$ cat src/rtl/lbs_pkg.sv
package lbs_pkg;
  localparam int INSTR_W = 20;
  localparam int IMM_W   = 16;
  localparam int OPC_LSB = 16;

  localparam logic [3:0] OPC_ALU     = 4'd0;
  localparam logic [3:0] OPC_IF      = 4'd1;
  localparam logic [3:0] OPC_ELSE    = 4'd2;
  localparam logic [3:0] OPC_ENDIF   = 4'd3;
  localparam logic [3:0] OPC_CALL    = 4'd4;
  localparam logic [3:0] OPC_RET     = 4'd5;
  localparam logic [3:0] OPC_LOOP    = 4'd6;
  localparam logic [3:0] OPC_ENDLOOP = 4'd7;
  localparam logic [3:0] OPC_END     = 4'd8;

  function automatic logic opc_is_ctrl(input logic [3:0] opc);
    return (opc >= OPC_IF) && (opc <= OPC_ENDLOOP);
  endfunction
endpackage

$ cat src/rtl/lbs_lifo.sv
module lbs_lifo #(
  parameter int W     = 16,
  parameter int DEPTH = 4
) (
  input  logic         clk,
  input  logic         rst,
  input  logic         push_i,
  input  logic         pop_i,
  input  logic         wr_top_i,
  input  logic [W-1:0] din_i,
  output logic [W-1:0] top_o,
  output logic         empty_o,
  output logic         full_o
);
  localparam int PW = $clog2(DEPTH + 1);
  localparam int AW = (DEPTH > 1) ? $clog2(DEPTH) : 1;

  logic [W-1:0]  mem [DEPTH];
  logic [PW-1:0] cnt_q;
  logic [AW-1:0] top_idx;

  assign top_idx = AW'(cnt_q - PW'(1));
  assign top_o   = mem[top_idx];
  assign empty_o = (cnt_q == '0);
  assign full_o  = (cnt_q == PW'(DEPTH));

  always_ff @(posedge clk) begin
    if (rst) begin
      cnt_q <= '0;
    end else if (push_i) begin
      cnt_q <= cnt_q + PW'(1);
    end else if (pop_i) begin
      cnt_q <= cnt_q - PW'(1);
    end
  end

  // storage without reset so it can map onto distributed or block RAM
  always_ff @(posedge clk) begin
    if (push_i) begin
      mem[AW'(cnt_q)] <= din_i;
    end else if (wr_top_i) begin
      mem[top_idx] <= din_i;
    end
  end

  a_r8_no_push_full: assert property (@(posedge clk) disable iff (rst)
    push_i |-> !full_o);
  a_r8_no_pop_empty: assert property (@(posedge clk) disable iff (rst)
    (pop_i || wr_top_i) |-> !empty_o);
endmodule

$ cat src/rtl/lbs_dyn_cnt.sv
module lbs_dyn_cnt #(
  parameter int LIMIT = 65535
) (
  input  logic clk,
  input  logic rst,
  input  logic tick_i,
  output logic last_o
);
  localparam int W = $clog2(LIMIT + 1);

  logic [W-1:0] cnt_q;

  assign last_o = tick_i && (cnt_q == W'(LIMIT - 1));

  always_ff @(posedge clk) begin
    if (rst) begin
      cnt_q <= '0;
    end else if (tick_i) begin
      cnt_q <= cnt_q + W'(1);
    end
  end

  // the sequencer must stop retiring once the limit is hit
  a_r9_no_tick_past_limit: assert property (@(posedge clk) disable iff (rst)
    tick_i |-> (cnt_q < W'(LIMIT)));
endmodule

$ cat src/rtl/lane_branch_seq.sv
module lane_branch_seq
  import lbs_pkg::*;
#(
  parameter int LANES     = 16,
  parameter int PC_W      = 8,
  parameter int STK_DEPTH = 4,
  parameter int CTRL_CYC  = 2,
  parameter int DYN_LIMIT = 65535
) (
  input  logic               clk,
  input  logic               rst,
  input  logic [19:0]        instr_i,
  input  logic [LANES-1:0]   cond_i,
  output logic [PC_W-1:0]    pc_o,
  output logic               issue_o,
  output logic [PC_W-1:0]    issue_pc_o,
  output logic [LANES-1:0]   wr_mask_o,
  output logic               done_o,
  output logic               err_o,
  output logic               timeout_o
);
  localparam int WW = $clog2(CTRL_CYC + 1);

  logic [PC_W-1:0]  pc_q, ipc_q, pc_inc, nxt_pc, tgt;
  logic [LANES-1:0] act_q, nxt_act, wrm_q;
  logic [WW-1:0]    wait_q;
  logic             err_q, tmo_q, done_q, issue_q;
  logic [3:0]       opc;
  logic [IMM_W-1:0] imm;
  logic             is_ctrl, is_alu, run, fire, bad, go, dyn_last;

  logic             m_push, m_pop, m_empty, m_full;
  logic [LANES-1:0] m_top;
  logic             c_push, c_pop, c_empty, c_full;
  logic [PC_W-1:0]  c_top;
  logic             l_push, l_pop, l_wr, l_empty, l_full;
  logic [IMM_W-1:0] l_top, l_din;

  assign opc     = instr_i[OPC_LSB +: 4];
  assign imm     = instr_i[IMM_W-1:0];
  assign tgt     = imm[PC_W-1:0];
  assign is_ctrl = opc_is_ctrl(opc);
  assign is_alu  = !is_ctrl && (opc != OPC_END);
  assign pc_inc  = pc_q + PC_W'(1);
  assign run     = !(err_q || tmo_q || done_q);
  assign fire    = run && (!is_ctrl || (wait_q == WW'(CTRL_CYC - 1)));
  assign go      = fire && !bad;

  always_comb begin
    nxt_pc  = pc_inc;
    nxt_act = act_q;
    bad     = 1'b0;
    m_push  = 1'b0;
    m_pop   = 1'b0;
    c_push  = 1'b0;
    c_pop   = 1'b0;
    l_push  = 1'b0;
    l_pop   = 1'b0;
    l_wr    = 1'b0;
    l_din   = imm;
    case (opc)
      OPC_IF: begin
        bad     = m_full;
        m_push  = 1'b1;
        nxt_act = act_q & cond_i;
        if (nxt_act == '0) nxt_pc = tgt;
      end
      OPC_ELSE: begin
        bad     = m_empty;
        nxt_act = m_top & ~act_q;
        if (nxt_act == '0) nxt_pc = tgt;
      end
      OPC_ENDIF: begin
        bad     = m_empty;
        m_pop   = 1'b1;
        nxt_act = m_top;
      end
      OPC_CALL: begin
        bad    = c_full;
        c_push = 1'b1;
        nxt_pc = tgt;
      end
      OPC_RET: begin
        bad    = c_empty;
        c_pop  = 1'b1;
        nxt_pc = c_top;
      end
      OPC_LOOP: begin
        bad    = l_full;
        l_push = 1'b1;
      end
      OPC_ENDLOOP: begin
        bad = l_empty;
        if (l_top > IMM_W'(1)) begin
          l_wr   = 1'b1;
          l_din  = l_top - IMM_W'(1);
          nxt_pc = tgt;
        end else begin
          l_pop = 1'b1;
        end
      end
      OPC_END: nxt_pc = pc_q;
      default: ;
    endcase
  end

  lbs_lifo #(.W(LANES), .DEPTH(STK_DEPTH)) u_mask_stk (
    .clk(clk), .rst(rst), .push_i(go && m_push), .pop_i(go && m_pop),
    .wr_top_i(1'b0), .din_i(act_q), .top_o(m_top),
    .empty_o(m_empty), .full_o(m_full));

  lbs_lifo #(.W(PC_W), .DEPTH(STK_DEPTH)) u_call_stk (
    .clk(clk), .rst(rst), .push_i(go && c_push), .pop_i(go && c_pop),
    .wr_top_i(1'b0), .din_i(pc_inc), .top_o(c_top),
    .empty_o(c_empty), .full_o(c_full));

  lbs_lifo #(.W(IMM_W), .DEPTH(STK_DEPTH)) u_loop_stk (
    .clk(clk), .rst(rst), .push_i(go && l_push), .pop_i(go && l_pop),
    .wr_top_i(go && l_wr), .din_i(l_din), .top_o(l_top),
    .empty_o(l_empty), .full_o(l_full));

  lbs_dyn_cnt #(.LIMIT(DYN_LIMIT)) u_dyn (
    .clk(clk), .rst(rst), .tick_i(go && (opc != OPC_END)), .last_o(dyn_last));

  always_ff @(posedge clk) begin
    if (rst) begin
      pc_q    <= '0;
      act_q   <= '1;
      wait_q  <= '0;
      err_q   <= 1'b0;
      tmo_q   <= 1'b0;
      done_q  <= 1'b0;
      issue_q <= 1'b0;
      wrm_q   <= '0;
      ipc_q   <= '0;
    end else begin
      issue_q <= 1'b0;
      wrm_q   <= '0;
      if (run && is_ctrl && !fire) wait_q <= wait_q + WW'(1);
      else                         wait_q <= '0;
      if (fire) begin
        if (bad) begin
          err_q <= 1'b1;
        end else begin
          pc_q  <= nxt_pc;
          act_q <= nxt_act;
          if (opc == OPC_END) done_q <= 1'b1;
          if (dyn_last) tmo_q <= 1'b1;
          if (is_alu) begin
            issue_q <= 1'b1;
            wrm_q   <= act_q;
            ipc_q   <= pc_q;
          end
        end
      end
    end
  end

  assign pc_o       = pc_q;
  assign issue_o    = issue_q;
  assign issue_pc_o = ipc_q;
  assign wr_mask_o  = wrm_q;
  assign done_o     = done_q;
  assign err_o      = err_q;
  assign timeout_o  = tmo_q;

  a_r8_err_sticky: assert property (@(posedge clk) disable iff (rst)
    err_o |=> err_o);
  a_r8_err_halts: assert property (@(posedge clk) disable iff (rst)
    err_o |=> ($stable(pc_o) && !issue_o));
  a_r9_timeout_halts: assert property (@(posedge clk) disable iff (rst)
    timeout_o |=> (timeout_o && $stable(pc_o) && !issue_o));
  a_r10_done_halts: assert property (@(posedge clk) disable iff (rst)
    done_o |=> (done_o && $stable(pc_o) && !issue_o));
  a_r4_no_empty_issue: assert property (@(posedge clk) disable iff (rst)
    issue_o |-> (wr_mask_o != '0));
  a_r2_mask_only_on_issue: assert property (@(posedge clk) disable iff (rst)
    !issue_o |-> (wr_mask_o == '0));

  generate
    if (CTRL_CYC > 1) begin : g_stall_chk
      a_r3_ctrl_holds_pc: assert property (@(posedge clk) disable iff (rst)
        (run && is_ctrl && (wait_q == '0)) |=> $stable(pc_o));
    end
  endgenerate
endmodule

$ cat config.mk
export PLATFORM = sky130hd
export DESIGN_NAME = lane_branch_seq
export DESIGN_NICKNAME = d
export VERILOG_FILES = /design/src/rtl/lbs_pkg.sv /design/src/rtl/lbs_lifo.sv /design/src/rtl/lbs_dyn_cnt.sv /design/src/rtl/lane_branch_seq.sv
export SDC_FILE = /design/constraint.sdc
export NUM_CORES = 1
export LEC_CHECK = 0
export ABC_CLOCK_PERIOD_IN_PS = 5850
export BUFFER_PORTS_ARGS = -buffer_cell sky130_fd_sc_hd__buf_4
export CAP_MARGIN = 25
export CORE_MARGIN = 10
export CORE_UTILIZATION = 45
export DETAILED_ROUTE_END_ITERATION = 16
export PLACE_DENSITY = 0.6
export SETUP_SLACK_MARGIN = 0.02
export SYNTH_ARGS = -nofsm -noshare
export SYNTH_HDL_FRONTEND = slang
export SYNTH_HIERARCHICAL = 1
export SYNTH_SLANG_ARGS = --single-unit
export TNS_END_PERCENT = 5
$ cat constraint.sdc
create_clock -name clk -period 5.85 [get_ports clk]
set_clock_uncertainty 0.2 [all_clocks]
set_input_delay 0.8775 -clock clk [delete_from_list [all_inputs] [get_ports clk]]
set_output_delay 0.8775 -clock clk [all_outputs]
set_load 0.01 [all_outputs]
==> results.sh <==
export IMPL_synth_compound_area_frac=0.104
export IMPL_die_height_um=173
export IMPL_endpoint_kind="flip-flop"
export IMPL_synthAdderAreaFrac=0.0178
export IMPL_h_tree_depth=1
export IMPL_wl_mm=24.6
export IMPL_fmax_mhz=222
export IMPL_status="complete, no violations"
export IMPL_dp_hpwl_mm=16.7
export IMPL_clockPowerShare=0.415
export IMPL_clock_sinks=239
export IMPL_grt_pass1_wl_mm=39.1
export IMPL_port_buffer_count=73
export IMPL_synth_mux_area_frac=0.0969
export IMPL_power_leakage_nw=4.12
export IMPL_post_dp_cell_area_um2=11500
export IMPL_cts_inserted_buffers=25
export IMPL_met2_usage=0.265
export IMPL_viasPerCell=5.74
export IMPL_nNetsFinal=918
export IMPL_top_usage_layer="met2"
export IMPL_finalSetupTns_ps=0
export IMPL_overflow=0
export IMPL_worstHoldStart="wait_q[0]"
export IMPL_layout_common_cells="edfxtp_1, buf_4, dfxtp_1"
export IMPL_relSlewSlack=0.265
export IMPL_rr_endpoint="pc_o[2]"
export IMPL_required_ps=6070
export IMPL_worstHoldEndpoint="wait_q[0]"
export IMPL_num_vias=6874
export IMPL_clk_path_buf_depth=3
export IMPL_rows=55
export IMPL_synthDistinctLibCells=66
export IMPL_area_growth_syn_to_layout_pct=16.6
export IMPL_drt_iter0_markers=545
export IMPL_start_util=0.462
export IMPL_peakVddDrop_mv=0.356
export IMPL_rsz0062_at_grt="no"
export IMPL_ant_nets=0
export IMPL_layout_commonest_cell="edfxtp_1"
export IMPL_post_cts_resized=0
export IMPL_clk_pin_slew_ps=60
export IMPL_synth_seq_cells=239
export IMPL_power_density_nw_per_um2=307
export IMPL_crit_arrival_ps=4720
export IMPL_grt_met3_usage=0.0331
export IMPL_yosys_warnings=6
export IMPL_synth_async_reset_ratio=0
export IMPL_hold_viol_final=0
export IMPL_power_sequential_fraction=0.499
export IMPL_gr_usage_all_layers=0.159
export IMPL_grt_met1_usage=0.207
export IMPL_path_class="reg -> reg"
export IMPL_post_cts_setup_buffer_count=0
export IMPL_worst_slew_pin_slew_ps=1090
export IMPL_synthSimpleGateAreaFrac=0.113
export IMPL_finalPower_mw=3.78
export IMPL_r2r_start="u_mask_stk/cnt_q[0]"
export IMPL_crit_start="u_mask_stk/cnt_q[0]"
export IMPL_grt_start_max_net_pins=72
export IMPL_cp_start_kind="flip-flop"
export IMPL_slew_viol_final=0
export IMPL_synth_flop_cell="edfxtp_1"
export IMPL_drive_gt1_frac=0.226
export IMPL_layout_min_cycle_time_ps=4500
export IMPL_synth_top_family_by_area="simple AND/OR/NAND/NOR gates"
export IMPL_finalSetupViolCount=0
export IMPL_p_comb_frac=0.086
export IMPL_gp_congestion=0.824
export IMPL_internal_power_mw=2.91
export IMPL_cp_max_fo=22
export IMPL_hp_class="reg -> reg"
export IMPL_rr_worst_depth=11
export IMPL_wl_per_cell_um=20.5
export IMPL_drcViolationCount=0
export IMPL_tritoncts="yes"
export IMPL_swShare=0.229
export IMPL_hold_path_depth=1
export IMPL_synth_xor_area_frac=0.0274
export IMPL_final_util=0.539
export IMPL_grt_antenna_before_repair=0
export IMPL_yosysSeqAreaShare=0.605
export IMPL_core_area_um2=22800
export IMPL_avgSynthCellArea_um2=13.5
export IMPL_design_area_um2=12300
export IMPL_period_share=0.770
export IMPL_diodes=0
export IMPL_ioPinCount=74
export IMPL_clk_latency_ps=520
export IMPL_cts_hold_buf=0
export IMPL_die_w_um=173
export IMPL_die_area_um2=30000
export IMPL_whs_ps=238
export IMPL_synth_edf_count=160
export IMPL_root_buffer="clkbuf_16"
export IMPL_synthCells=781
export IMPL_p_sw_uw=864
export IMPL_reg2reg_slack_ps=1350
export IMPL_dr_pass1_iters=5
export IMPL_grt_pass1_vias=6905
export IMPL_cap_violations=0
export IMPL_synth_area_um2=10600
## metal layers
layer / wire (µm) / vias to the layer above
li1: - / 3214
met1: 10600 / 3428
met2: 12100 / 195
met3: 1380 / 37
met4: 489 / 0
met5: 0 / -
## sequential cells by signal, summed over array words and instances (netlist names), 8 cells and up
| name | flops |
|---|---|
| u_loop_stk/mem | 64 |
| u_mask_stk/mem | 64 |
| u_call_stk/mem | 32 |
| act_q | 16 |
| u_dyn/cnt_q | 16 |
| wr_mask_o | 16 |
| issue_pc_o | 8 |
| pc_o | 8 |
## synth_stat cells (3+ instances only)
library cell	instances	area share
mux4_2	36	0.077
a221oi_1	8	0.0066
inv_1	34	0.012
xor2_1	6	0.0050
a21oi_1	12	0.0057
a22oi_1	4	0.0028
nand2_1	37	0.013
buf_6	5	0.0053
nor2b_1	16	0.0095
nand3_1	28	0.013
o31ai_1	5	0.0036
o2111ai_1	21	0.017
a31oi_1	15	0.0089
o21ai_0	24	0.011
and2_1	4	0.0024
nor2_1	54	0.019
ha_1	15	0.018
edfxtp_1	160	0.46
mux2i_1	8	0.0076
dfxtp_1	79	0.15
o41ai_1	4	0.0033
mux4_1	5	0.012
a211oi_1	4	0.0028
o211ai_1	15	0.011
o41ai_2	3	0.0046
nand3b_1	7	0.0050
nor4_1	27	0.016
or3_1	8	0.0047
a21o_1	6	0.0043
or4_1	3	0.0021
a222oi_1	3	0.0028
nor3b_1	3	0.0021
a2111o_1	4	0.0043
clkbuf_1	21	0.0075
nand4_1	6	0.0036
buf_2	13	0.0062
xnor2_1	27	0.022
nor3_1	15	0.0071
## worst max-delay path, cell delays in order, from the launching register on
cell and delay, ps:
dfxtp_1 300, buf_4 360, inv_4 110, ha_1 920, mux4_2 420, nor2b_1 140, a2111o_1 430, nor4_2 470
nand3b_1 210, a31oi_4 330, nand2_1 120, a2111oi_2 360
## cells by family after synthesis
family | count (synthesis)
muxes | 49
buffers and inverters | 79
xor gates and xnor gates | 33
DFF | 239
and+or+nand+nor | 224
AOI/OAI and AO/OA | 141
other | 1
adders and majority gates | 15
## area by class of cell
cell class / count / area, µm²
clock buffer: 30 / 654
multi-input combinational: 466 / 3840
timing repair buffer: 95 / 721
fill: 1896 / 10500
clock inverter: 16 / 164
inverter: 38 / 153
sequential: 239 / 6390
tap: 313 / 392
## metrics by stage
step | setup WS, ps | cells
after floorplan | 699 | 784
after global placement | 1430 | 1149
after detailed placement | 1310 | 1150
after CTS | 1290 | 1196
after global routing | 995 | 1197
final | 1350 | 1197
## worst max path at each step
stage | endpoint | slack (ps) | cells after the start
after floorplan | u_loop_stk/mem[3][0] | 700 | 14
final | pc_o[2] | 1350 | 11
after detailed placement | pc_o[2] | 1310 | 11
after global routing | u_loop_stk/mem[2][3] | 990 | 14
after CTS | pc_o[2] | 1290 | 11
after global placement | u_loop_stk/mem[2][14] | 1430 | 14
## power groups by stage
stage | registers [mW] | clock network [mW] | logic [mW]
final | 1.89 | 1.57 | 0.324
after floorplan | 1.92 | 0 | 0.199
after detailed placement | 1.92 | 0 | 0.325
after global routing | 1.89 | 1.68 | 0.353
after global placement | 1.92 | 0 | 0.318
after CTS | 1.89 | 1.61 | 0.327
(Power assumes the default switching activity.)
